File: config.mk
export PLATFORM = sky130hd
export DESIGN_NAME = tri_mod_divider
export DESIGN_NICKNAME = d
export VERILOG_FILES = /design/src/rtl/tmd_pkg.sv /design/src/rtl/tmd_front.sv /design/src/rtl/tmd_back.sv /design/src/rtl/tmd_ratio.sv /design/src/rtl/tmd_wave.sv /design/src/rtl/tri_mod_divider.sv
export SDC_FILE = /design/constraint.sdc
export NUM_CORES = 1
export LEC_CHECK = 0
export ABC_AREA = 1
export ABC_CLOCK_PERIOD_IN_PS = 1950
export BUFFER_PORTS_ARGS = -buffer_cell sky130_fd_sc_hd__buf_2
export CAP_MARGIN = 20
export CORE_MARGIN = 3
export CORE_UTILIZATION = 36
export CTS_CLUSTER_SIZE = 12
export DETAILED_ROUTE_END_ITERATION = 10
export SLEW_MARGIN = 40
export SYNTH_ARGS = -nofsm -noshare
export SYNTH_HDL_FRONTEND = slang
export SYNTH_SLANG_ARGS = --single-unit
File: constraint.sdc
create_clock -name clk -period 1.95 [get_ports clk]
set_clock_uncertainty 0.05 [all_clocks]
set_input_delay 0.195 -clock clk [delete_from_list [all_inputs] [get_ports clk]]
set_output_delay 0.195 -clock clk [all_outputs]
set_load 0.01 [all_outputs]
File: src/rtl/tmd_pkg.sv
package tmd_pkg;

   typedef enum logic [1:0] {
      RATIO_BASE    = 2'd0,
      RATIO_SWALLOW = 2'd1,
      RATIO_ALT     = 2'd2
   } ratio_e;

   // sel_b dominates; sel_a only chooses between base and swallow
   function automatic ratio_e decode_ratio(input logic sel_a, input logic sel_b);
      ratio_e r;
      if (sel_b)      r = RATIO_ALT;
      else if (sel_a) r = RATIO_BASE;
      else            r = RATIO_SWALLOW;
      return r;
   endfunction

endpackage

File: src/rtl/tmd_front.sv
module tmd_front #(
   parameter int PRE_DIV = 4,
   parameter int PRE_W   = 3
) (
   input  logic             clk,
   input  logic             rst,
   input  logic             long_cycle,
   output logic             tick,
   output logic [PRE_W-1:0] phase
);
   localparam logic [PRE_W-1:0] PRE_LAST = PRE_W'(PRE_DIV - 1);
   localparam logic [PRE_W-1:0] PRE_MAX  = PRE_W'(PRE_DIV);

   logic [PRE_W-1:0] phase_q;

   assign tick  = (phase_q == (long_cycle ? PRE_MAX : PRE_LAST));
   assign phase = phase_q;

   always_ff @(posedge clk) begin
      if (rst)       phase_q <= '0;
      else if (tick) phase_q <= '0;
      else           phase_q <= phase_q + 1'b1;
   end

   // the extra front count only exists while the swallow step is active
   AST_LONG_ONLY_LAST: assert property (@(posedge clk) disable iff (rst)
      (phase_q == PRE_MAX) |-> long_cycle) else $error("extra front count outside swallow step");

endmodule

File: src/rtl/tmd_back.sv
module tmd_back #(
   parameter int BACK_W = 5
) (
   input  logic              clk,
   input  logic              rst,
   input  logic              step,
   input  logic [BACK_W-1:0] top_val,
   output logic              wrap,
   output logic [BACK_W-1:0] count
);
   logic [BACK_W-1:0] count_q;

   assign wrap  = (count_q == top_val);
   assign count = count_q;

   always_ff @(posedge clk) begin
      if (rst)              count_q <= '0;
      else if (step && wrap) count_q <= '0;
      else if (step)         count_q <= count_q + 1'b1;
   end

   AST_BACK_RANGE: assert property (@(posedge clk) disable iff (rst)
      count_q <= top_val) else $error("step counter beyond terminal");

endmodule

File: src/rtl/tmd_ratio.sv
module tmd_ratio
   import tmd_pkg::*;
#(
   parameter int BASE_STEPS = 16,
   parameter int ALT_STEPS  = 18,
   parameter int BACK_W     = 5
) (
   input  logic              clk,
   input  logic              rst,
   input  logic              sel_a,
   input  logic              sel_b,
   input  logic              period_end,
   input  logic [BACK_W-1:0] count,
   output logic              long_cycle,
   output logic [BACK_W-1:0] top_val
);
   localparam logic [BACK_W-1:0] BASE_LAST = BACK_W'(BASE_STEPS - 1);
   localparam logic [BACK_W-1:0] ALT_LAST  = BACK_W'(ALT_STEPS - 1);

   ratio_e ratio_q;

   // capture only at reset or at the boundary between periods
   always_ff @(posedge clk) begin
      if (rst || period_end) ratio_q <= decode_ratio(sel_a, sel_b);
   end

   assign long_cycle = (ratio_q == RATIO_SWALLOW) && (count == BASE_LAST);
   assign top_val    = (ratio_q == RATIO_ALT) ? ALT_LAST : BASE_LAST;

   AST_RATIO_HOLD: assert property (@(posedge clk) disable iff (rst)
      !period_end |=> $stable(ratio_q)) else $error("ratio changed inside a period");

endmodule

File: src/rtl/tmd_wave.sv
module tmd_wave #(
   parameter int RISE_STEPS = 8,
   parameter int BACK_W     = 5
) (
   input  logic              clk,
   input  logic              rst,
   input  logic              step,
   input  logic              period_end,
   input  logic [BACK_W-1:0] count,
   output logic              wave
);
   localparam logic [BACK_W-1:0] RISE_LAST = BACK_W'(RISE_STEPS - 1);

   logic wave_q;

   always_ff @(posedge clk) begin
      if (rst || period_end)               wave_q <= 1'b0;
      else if (step && count == RISE_LAST) wave_q <= 1'b1;
   end

   assign wave = wave_q;

endmodule

File: src/rtl/tri_mod_divider.sv
module tri_mod_divider #(
   parameter int PRE_DIV    = 4,
   parameter int BASE_STEPS = 16,
   parameter int ALT_STEPS  = 18,
   parameter int RISE_STEPS = 8
) (
   input  logic clk,
   input  logic rst,
   input  logic sel_a,
   input  logic sel_b,
   output logic div_out
);
   localparam int PRE_W  = $clog2(PRE_DIV + 1);
   localparam int BACK_W = $clog2(ALT_STEPS > BASE_STEPS ? ALT_STEPS : BASE_STEPS);
   localparam logic [BACK_W-1:0] RISE_AT = BACK_W'(RISE_STEPS);

   // elaboration-time parameter checks
   generate
      if (PRE_DIV < 2) begin : g_bad_pre
         $error("PRE_DIV must be at least 2");
      end
      if (BASE_STEPS < 2 || ALT_STEPS < 2) begin : g_bad_steps
         $error("step counts must be at least 2");
      end
      if (RISE_STEPS < 1 || RISE_STEPS >= BASE_STEPS || RISE_STEPS >= ALT_STEPS) begin : g_bad_rise
         $error("RISE_STEPS must fall inside both step ranges");
      end
   endgenerate

   logic              tick;
   logic              wrap;
   logic              long_cycle;
   logic              period_end;
   logic [PRE_W-1:0]  phase;
   logic [BACK_W-1:0] count;
   logic [BACK_W-1:0] top_val;

   assign period_end = tick && wrap;

   tmd_front #(.PRE_DIV(PRE_DIV), .PRE_W(PRE_W)) u_front (
      .clk(clk), .rst(rst), .long_cycle(long_cycle), .tick(tick), .phase(phase)
   );

   tmd_back #(.BACK_W(BACK_W)) u_back (
      .clk(clk), .rst(rst), .step(tick), .top_val(top_val), .wrap(wrap), .count(count)
   );

   tmd_ratio #(.BASE_STEPS(BASE_STEPS), .ALT_STEPS(ALT_STEPS), .BACK_W(BACK_W)) u_ratio (
      .clk(clk), .rst(rst), .sel_a(sel_a), .sel_b(sel_b), .period_end(period_end),
      .count(count), .long_cycle(long_cycle), .top_val(top_val)
   );

   tmd_wave #(.RISE_STEPS(RISE_STEPS), .BACK_W(BACK_W)) u_wave (
      .clk(clk), .rst(rst), .step(tick), .period_end(period_end), .count(count), .wave(div_out)
   );

   AST_FALL_AT_END: assert property (@(posedge clk) disable iff (rst)
      period_end |=> !div_out) else $error("output high after period end");
   AST_RISE_POSITION: assert property (@(posedge clk) disable iff (rst)
      $rose(div_out) |-> (count == RISE_AT && phase == '0)) else $error("output rose off position");
   AST_WRAP_TO_START: assert property (@(posedge clk) disable iff (rst)
      period_end |=> (count == '0 && phase == '0)) else $error("period did not restart");
   AST_RESET_CLEAR: assert property (@(posedge clk)
      rst |=> (!div_out && count == '0 && phase == '0)) else $error("reset did not clear");

endmodule

=== After elaboration in Yosys (flattened, before gate mapping) ===
Index checks and enable logic that the tools add are counted.

* Register bits: 11
* Bits in latches: 0
* Memory bits (writable): 0
* Memory bits (read-only): 0
* Bits of input ports: 4
* Memories kept: 0

* $add $sub $neg: 2
* $mul: 0
* Divide/modulo/power cells: 0
* Order comparisons: 0
* Equality and inequality tests: 6
* Shifts and indexed selects: 0
* Multiplexer cells: 3
* Bitwise logic cells: 0
* Reductions and logical operators: 6

{| class="wikitable"
|+ Operator list
! operator !! number
|-
| 5-bit by 1-bit adder with 5-bit output, second input constant || 1
|-
| 5-bit by 3-bit == test with 1-bit output, second input constant || 1
|-
| 5-bit by 4-bit == test with 1-bit output, second input constant || 1
|-
| 5-bit == test || 1
|-
| 5-bit two-way mux || 1
|-
| 2-bit OR reduction || 2
|-
| 3-bit by 1-bit adder with 3-bit output, second input constant || 1
|-
| 3-bit == test || 1
|-
| 1-bit logical AND || 3
|-
| 3-bit two-way mux || 1
|-
| 2-bit by 1-bit == test with 1-bit output, second input constant || 1
|-
| 2-bit == test, second input constant || 1
|-
| 1-bit logical OR || 1
|-
| 1-bit two-way mux || 1
|}

=== Longest topological paths before layout ===
Gate-level depths: netlist of the first run.

* Depth in word-level cells: 6
* Gate-level depth with buffers: 13
* Depth with buffers taken out: 13

=== Modules after synthesis ===
Synthesis of the first run repeated with hierarchy kept, for this count alone.

* Cell total of the unflattened synthesis: 99
* Area total of the unflattened synthesis: 680.7 sq um

{| class="wikitable"
|+ By module, submodules not included
! module !! times used !! cells an instance !! area an instance (sq um) !! seq. area each (sq um)
|-
| tmd_back || 1 || 47 || 311.5 || 100.1
|-
| tmd_front || 1 || 21 || 152.6 || 60.1
|-
| tmd_ratio || 1 || 18 || 140.1 || 60.1
|-
| tmd_wave || 1 || 11 || 68.8 || 20.0
|-
| tri_mod_divider || 1 || 2 || 7.5 || 0.0
|}

=== Least setup slack after synthesis of the first run ===
No wires, ideal clock.

* Path kind: reg-to-reg
* Start point: register u_back.count_q[1] (netlist: u_back.count[1])
* End point: register u_ratio.ratio_q[0] (enable)
* Library setup time: 294 ps
* Arrival: 1332 ps
* Slack: 274 ps
* Cell stages (with the launch flop): 11
* Buffers on the path: 0
* Cells stage by stage: dfxtp_1 ha_1 inv_1 nor2_1 ha_1 nand3_1 nand2_2 nand3_1 nand2_2 nand2_4 inv_1

* Cells in the longest elaborated chain, start to end: 6
* Elaborated cells on any way between the ends: 7
* Classes of those cells: eq/ne: 3; mux: 1; reduce/logical: 3

{| class="wikitable"
|+ RTL lines
! what !! line !! source
|-
| from (decl) || tmd_back.sv:11 || <nowiki>logic [BACK_W-1:0] count_q;</nowiki>
|-
| from (signal assigned) || tmd_back.sv:19 || <nowiki>else if (step) count_q <= count_q + 1'b1;</nowiki>
|-
| 5-bit by 4-bit == test with 1-bit output || tmd_ratio.sv:27 || <nowiki>assign long_cycle = (ratio_q == RATIO_SWALLOW) && (count == BASE_LAST);</nowiki>
|-
| 1-bit logical AND || tmd_ratio.sv:27 ||
|-
| 3-bit two-way mux || tmd_front.sv:16 || <nowiki>assign tick = (phase_q == (long_cycle ? PRE_MAX : PRE_LAST));</nowiki>
|-
| 3-bit == test || tmd_front.sv:16 ||
|-
| 1-bit logical AND * || tri_mod_divider.sv:38 || <nowiki>assign period_end = tick && wrap;</nowiki>
|-
| 1-bit logical OR * || tmd_ratio.sv:24 || <nowiki>if (rst || period_end) ratio_q <= decode_ratio(sel_a, sel_b);</nowiki>
|-
| to (signal assigned) || tmd_ratio.sv:24 ||
|-
| to (decl) || tmd_ratio.sv:20 || <nowiki>ratio_e ratio_q;</nowiki>
|}

Mark *: on every way between the ends. The rest lies on a longest branch, timed or not.
A chain may end at the register's enable or synchronous reset.

=== Worst setup path in the final report of the first run ===
Same ends and word-level chain as after synthesis.

==> summary.txt, run 1 <==
Yosys
  • Syn nets: 85
  • Largest family of logic cells by synthesized area: simple AND/OR/NAND/NOR gates
  • Post-Synth Adder-Cell Area: 6.438%
  • Register area share after synthesis: 41.20%
  • Synthesis warning total: 0
  • Mux cell area share after synthesis: 0%
  • Synth Area in Simple Gates: 35.19%
  • Synthesized area: 583.1 um^2
  • Synthesized area per cell: 7.475 um^2
  • Cells after synthesis: 78
  • Synth Area in Compound Gates: 3.004%
  • XOR/XNOR Fraction of Synth Area: 4.506%
  • Distinct cells, synth: 18
  • Seq cells post-synth: 11

Detailed routing
  • Via/cell ratio: 4.402
  • Antenna viol nets, final: 0
  • Routed wire length: 909 um
  • Drt wl/cell: 8.912 um
  • 1st-iter DRT viols: 12
  • Pre-antenna DRT Iters: 4
  • Via Count: 449
  • Drt drc: 0

Placement
  • Post-detail-place hpwl: 672 um
  • Area after DPL: 629.4 um^2
  • PortBufs: 4
  • Post-place setup slack: 0.1507 ns
  • RePlAce Congestion: 0.7886

Pwr
  • P_sw: 0.0001109 W
  • Clock Power Share: 34.4%
  • Cell-internal power: 0.0003414 W
  • Logic pwr share: 10.0%
  • Leak: 0.3227 nW
  • VDD IR max: 0.5096 mV
  • Flop pwr share: 55.6%
  • Power per cell area: 685.9 nW/um^2
  • Sw frac: 24.52%

Clocking
  • Clock tree from TritonCTS: done
  • Htree depth: 1
  • Postcts setup bufs: 0
  • Clk slew on worst S/H paths: 0.07 ns
  • CTS max path bufs: 2
  • Worst skew pair latency: 0.27 ns
  • CTS buffer count: 3
  • Post-CTS sizing: 0
  • Post-CTS Hold Buffers: 0
  • CTS root buffer: clkbuf_4
  • Clk sink count: 11

Setup path
  • CP Class: reg -> reg
  • CP Capture Type: register
  • Crit Path Max Fanout: 6
  • CP Capture Point: u_ratio.ratio_q[0]
  • Largest stage delay, worst path: 0.36 ns
  • CP Cell Sequence: ha_2, inv_1, nor2_1, ha_1, nand3_1, nand2_2, nand3_1, nand2_2, nand2_4, inv_1
  • Startpoint types: register
  • Worst R2R Start: u_back.count[1]
  • Register-to-register setup slack: 0.22 ns
  • Crit-path slowest cell: dfxtp_2
  • R2R Path End: u_ratio.ratio_q[0]
  • Worst Path Arrival: 1.67 ns
  • Worst reg-to-reg path cell count: 10
  • WP data required: 1.89 ns
  • CP startpoint: u_back.count[1]

Timing
  • RSZ-0062 raised after global routing: false
  • Final hold vios: 0
  • Max Slew Vio Count: 0
  • # setup viols final: 0
  • Fin Setup TNS: 0 ns
  • Fin worst setup slack: 0.2230 ns
  • Slew HR: 84.92%
  • Min Clock Period, post-route: 1.727 ns
  • Worst Tran Pin Value: 0.2259 ns
  • Max Clock Freq: 579.1 MHz
  • Period utilization: 88.56%
  • Fin Hold WS: 0.06263 ns

Hold path
  • Hold crit path type: in -> reg

Layout
  • Commonest cells after routing, fill and taps aside: nand2_1, inv_1, nor2_1
  • Ant diodes: 0
  • Share of cells above drive strength 1: 21.84%
  • Fin area: 659.4 um^2
  • Final nets: 95
  • Synthesis-to-finish area growth: 13.09%
  • Commonest non-fill, non-tap cell in the layout: nand2_1

Job
  • Maximum capacitance violations: 0

Outcome
  • Status: finished, final reports clean

Floorplan
  • Die extent in y: 46.25 um
  • Die X: 46.25 um
  • Full die area: 2139 um^2
  • CORE AREA: 1415 um^2
  • # rows: 13
  • Initial core utilization: 41.20%
  • IO Count: 5

Global routing
  • Number of global-route vias before repair: 399
  • Pin count of the biggest net entering global routing: 10
  • Initial antenna violation count: 0
  • GR Overflow Total: 0
  • First-pass GRT wire length: 1.656 mm
  • Total GRT Usage: 11.68%
through the flow:
step	utilization [%]	std cells	power [W]
4_1_cts	46.33	102	0.0004580
6_report	46.60	102	0.0004523
3_3_place_gp	44.47	98	0.0003009
2_1_floorplan	-	78	0.0002893
5_1_grt	46.60	102	0.0004796
3_5_place_dp	44.47	98	0.0003017
synth_stat cells:
| cell | instances | area, um^2 |
|---|---|---|
| nand2_1 | 17 | 63.81 |
| inv_1 | 14 | 52.55 |
| nor2_1 | 12 | 45.04 |
| dfxtp_1 | 9 | 180.2 |
| nand2_2 | 4 | 25.02 |
| nand3_1 | 4 | 20.02 |
| ha_1 | 3 | 37.54 |
| edfxtp_1 | 2 | 60.06 |
| nand2_4 | 2 | 22.52 |
| nand4_1 | 2 | 12.51 |
| xnor2_1 | 2 | 17.52 |
| inv_2 | 1 | 3.750 |
| nand3_2 | 1 | 10.01 |
| nor2_2 | 1 | 6.260 |
| o21ai_0 | 1 | 5.000 |
| o21ai_1 | 1 | 5.000 |
| o21bai_1 | 1 | 7.510 |
| xor2_1 | 1 | 8.760 |
power groups by stage:
| stage | Sequential, W | Clock, W | Combinational, W |
|---|---|---|---|
| detailed placement | 0.000256 | 0 | 0.0000452 |
| CTS | 0.000251 | 0.000161 | 0.0000456 |
| global route | 0.000254 | 0.000174 | 0.0000517 |
| floorplan | 0.000255 | 0 | 0.0000341 |
| finish | 0.000251 | 0.000156 | 0.0000453 |
| global placement | 0.000256 | 0 | 0.0000448 |
worst max-delay path: cells and delay by family (launching register included):
family / cells / cell delay (ns)
adders and majority gates: 2 / 0.36
buffers and inverters: 2 / 0.13
DFF: 1 / 0.36
and+or+nand+nor: 6 / 0.54
flip-flops by register name (all words and copies together) (netlist names):
signal / flops
u_wave.wave: 1
u_ratio.ratio_q: 2
u_front.phase: 3
u_back.count: 5
final cells by class:
cell class                      count  area (um^2)
Inverter                           15        56.30
Sequential cell                    11        241.5
Clock buffer                        4        26.28
Fill cell                         147        755.7
Timing Repair Buffer                5        27.53
Tap cell                           15        18.77
Multi-Input combinational cell     52        289.0
worst min-delay path by stage:
stage	end	depth (start not counted)	slack (ns)	start
after floorplan	u_ratio.ratio_q[1]	0	0.24	sel_b
after global placement	u_ratio.ratio_q[1]	1	0.34	sel_b
after detailed placement	u_ratio.ratio_q[1]	1	0.34	sel_b
after CTS	u_ratio.ratio_q[1]	1	0.06	sel_b
after global routing	u_ratio.ratio_q[1]	1	0.06	sel_b
final	u_ratio.ratio_q[1]	1	0.06	sel_b
per-layer routing:
metal,wire [um],global-route usage (%),up-vias
li1,-,-,256
met1,453,14.95,180
met2,361,15.11,9
met3,52,2.734,4
met4,42,11.93,0
met5,0,0,-
logic make-up after synthesis:
kind of cell | count (synthesis)
and+or+nand+nor | 43
buffers and inverters | 15
DFF | 11
AOI/OAI and AO/OA | 3
xor gates and xnor gates | 3
adders and majority gates | 3
(Power assumes the default switching activity.)
==> run 2: changes to the inputs <==
--- a/config.mk
+++ b/config.mk
@@ -11,6 +11,7 @@
 export CAP_MARGIN = 20
 export CORE_MARGIN = 3
 export CORE_UTILIZATION = 36
+export CTS_BUF_LIST = sky130_fd_sc_hd__clkbuf_8
 export CTS_CLUSTER_SIZE = 12
 export DETAILED_ROUTE_END_ITERATION = 10
 export SLEW_MARGIN = 40
==> run 2 against run 1 <==
Effect of this change:
- total power is 15% higher
- first-iteration DRC count is 25% lower
- combinational power hardly changed
- non-clock buffer count stayed put
- clock-buffer cell count is 1 lower
- critical path depth stayed put
- hold slack better by 0.036 ns
- largest power group unchanged
- largest cell class unchanged
- utilization is 1.3 points higher
- sequential share of layout area is 1.0 points lower
- final cell count stayed put
- critical endpoint unchanged
- critical path type unchanged
- design area is 2.8% higher
==> summary.txt, run 2 (synthesized netlist as in run 1, its figures left out) <==
Setup path
  • CP Capture Type: register
  • Crit path buf inv count: 2
  • Crit-path slowest cell: dfxtp_2
  • CP Cell Sequence: ha_2, inv_1, nor2_1, ha_1, nand3_1, nand2_2, nand3_1, nand2_2, nand2_4, inv_1
  • Crit Path Max Fanout: 6
  • Register-to-register setup slack: 0.22 ns
  • Worst R2R Start: u_back.count[1]
  • Worst reg-to-reg path cell count: 10
  • Worst Path Arrival: 1.63 ns
  • Startpoint types: register
  • WP data required: 1.85 ns
  • Cell family with most CP delay: simple AND/OR/NAND/NOR gates
  • Critical path depth: 10
  • Largest stage delay, worst path: 0.36 ns
  • CP Class: reg -> reg
  • R2R Path End: u_ratio.ratio_q[0]

Detailed routing
  • Via Count: 448
  • Antenna viol nets, final: 0
  • Routed wire length: 939 um
  • Via/cell ratio: 4.392
  • Pre-antenna DRT Iters: 2
  • 1st-iter DRT viols: 9
  • Drt drc: 0
  • Drt wl/cell: 9.206 um

Timing
  • Final hold vios: 0
  • Worst Tran Pin Value: 0.2343 ns
  • # setup viols final: 0
  • RSZ-0062 raised after global routing: false
  • Period utilization: 88.77%
  • Slew HR: 84.36%
  • Max Slew Vio Count: 0
  • Min Clock Period, post-route: 1.731 ns
  • Fin Setup TNS: 0 ns
  • Max Clock Freq: 577.7 MHz

Floorplan
  • Full die area: 2139 um^2
  • Die extent in y: 46.25 um
  • CORE AREA: 1415 um^2
  • IO Count: 5
  • Initial core utilization: 41.20%
  • # rows: 13
  • Die X: 46.25 um

Job
  • Maximum capacitance violations: 0

Clocking
  • CTS buffer count: 3
  • Htree depth: 1
  • CTS max path bufs: 2
  • Clk slew on worst S/H paths: 0.05 ns
  • CTS root buffer: clkbuf_8
  • Post-CTS Hold Buffers: 0
  • Post-CTS sizing: 0
  • Postcts setup bufs: 0
  • Clock tree from TritonCTS: done
  • Clk sink count: 11
  • Worst skew pair latency: 0.24 ns

Layout
  • Fin area: 678.2 um^2
  • Final nets: 95
  • Ant diodes: 0
  • Final std cells w/o fill: 102
  • Commonest non-fill, non-tap cell in the layout: nand2_1
  • Synthesis-to-finish area growth: 16.31%
  • Max reg flops: 5
  • Share of cells above drive strength 1: 21.84%
  • Commonest cells after routing, fill and taps aside: nand2_1, inv_1, nor2_1

Placement
  • RePlAce Congestion: 0.7886
  • Post-detail-place hpwl: 672 um
  • Area after DPL: 629.4 um^2
  • Dpl cells: 98
  • PortBufs: 4

Hold path
  • Hold crit path type: in -> reg
  • Worst hold endpoint: u_ratio.ratio_q[1]
  • Hold wc startpoint: sel_b
  • Worst hold stages: 1

Global routing
  • First-pass GRT wire length: 1.676 mm
  • Initial antenna violation count: 0
  • Number of global-route vias before repair: 402
  • GR Overflow Total: 0
  • Total GRT Usage: 12.15%
  • Pin count of the biggest net entering global routing: 10

Outcome
  • Status: finished, final reports clean

Pwr
  • Power per cell area: 764.4 nW/um^2
  • Leak: 0.3346 nW
  • VDD IR max: 0.6676 mV
## run 2: changes by cell type in the layout (fill, tap and decap cells not counted)
cell	before	now
clkbuf_8	0	3
inv_1	14	15
clkbuf_1	1	0
clkbuf_4	3	0
## run 2: worst reg2reg max path, delay by kind of cell, from the launching register on
kind	cells	cell delay [ns]
buffers and inverters	2	0.14
flip-flops	1	0.36
AND/OR/NAND/NOR	6	0.55
adder cells (fa/ha/maj)	2	0.37
## run 2: per-layer routing
metal / vias to the layer above / track usage, % / routed length [um]
met1: 180 / 14.95 / 485
met2: 8 / 15.11 / 356
li1: 255 / - / -
met4: 0 / 11.93 / 45
met3: 5 / 5.078 / 51
met5: - / 0 / 0
## run 2: through the flow
| step | power, W | hold slack [ns] | worst slack, ns | util (%) |
|---|---|---|---|---|
| after floorplan | 0.0002893 | 0.2439 | 0.2736 | - |
| after global placement | 0.0003009 | 0.3367 | 0.1620 | 44.47 |
| after detailed placement | 0.0003017 | 0.3421 | 0.1507 | 44.47 |
| after CTS | 0.0005259 | 0.09462 | 0.1362 | 47.66 |
| after global routing | 0.0005515 | 0.09679 | 0.04508 | 47.92 |
| final | 0.0005184 | 0.09823 | 0.2190 | 47.92 |
## run 2: area by class of cell
type	instances	area [um^2]
clock inverters	1	3.754
repair buffers	5	27.53
clock buffers	3	41.29
flip-flops and latches	11	241.5
well taps	15	18.77
fillers	144	737.0
inverters	15	56.30
multi-input cells	52	289.0
## run 2: worst max path at each step
stage,from,to,slack (ns)
floorplan,u_back.count[1],u_ratio.ratio_q[0],0.27
CTS,u_back.count[1],u_ratio.ratio_q[0],0.14
global route,u_back.count[1],u_ratio.ratio_q[0],0.05
finish,u_back.count[1],u_ratio.ratio_q[0],0.22
global placement,u_back.count[1],u_ratio.ratio_q[0],0.16
detailed placement,u_back.count[1],u_ratio.ratio_q[0],0.15
## run 2: power breakdown
group	leakage, nW	total [W]	switching [W]	internal [W]
sequential	0.0928	0.000252	0.00000877	0.000244
combinational	0.215	0.0000456	0.0000261	0.0000195
clock	0.0269	0.000221	0.0000826	0.000138
total	0.335	0.000518	0.000117	0.000401
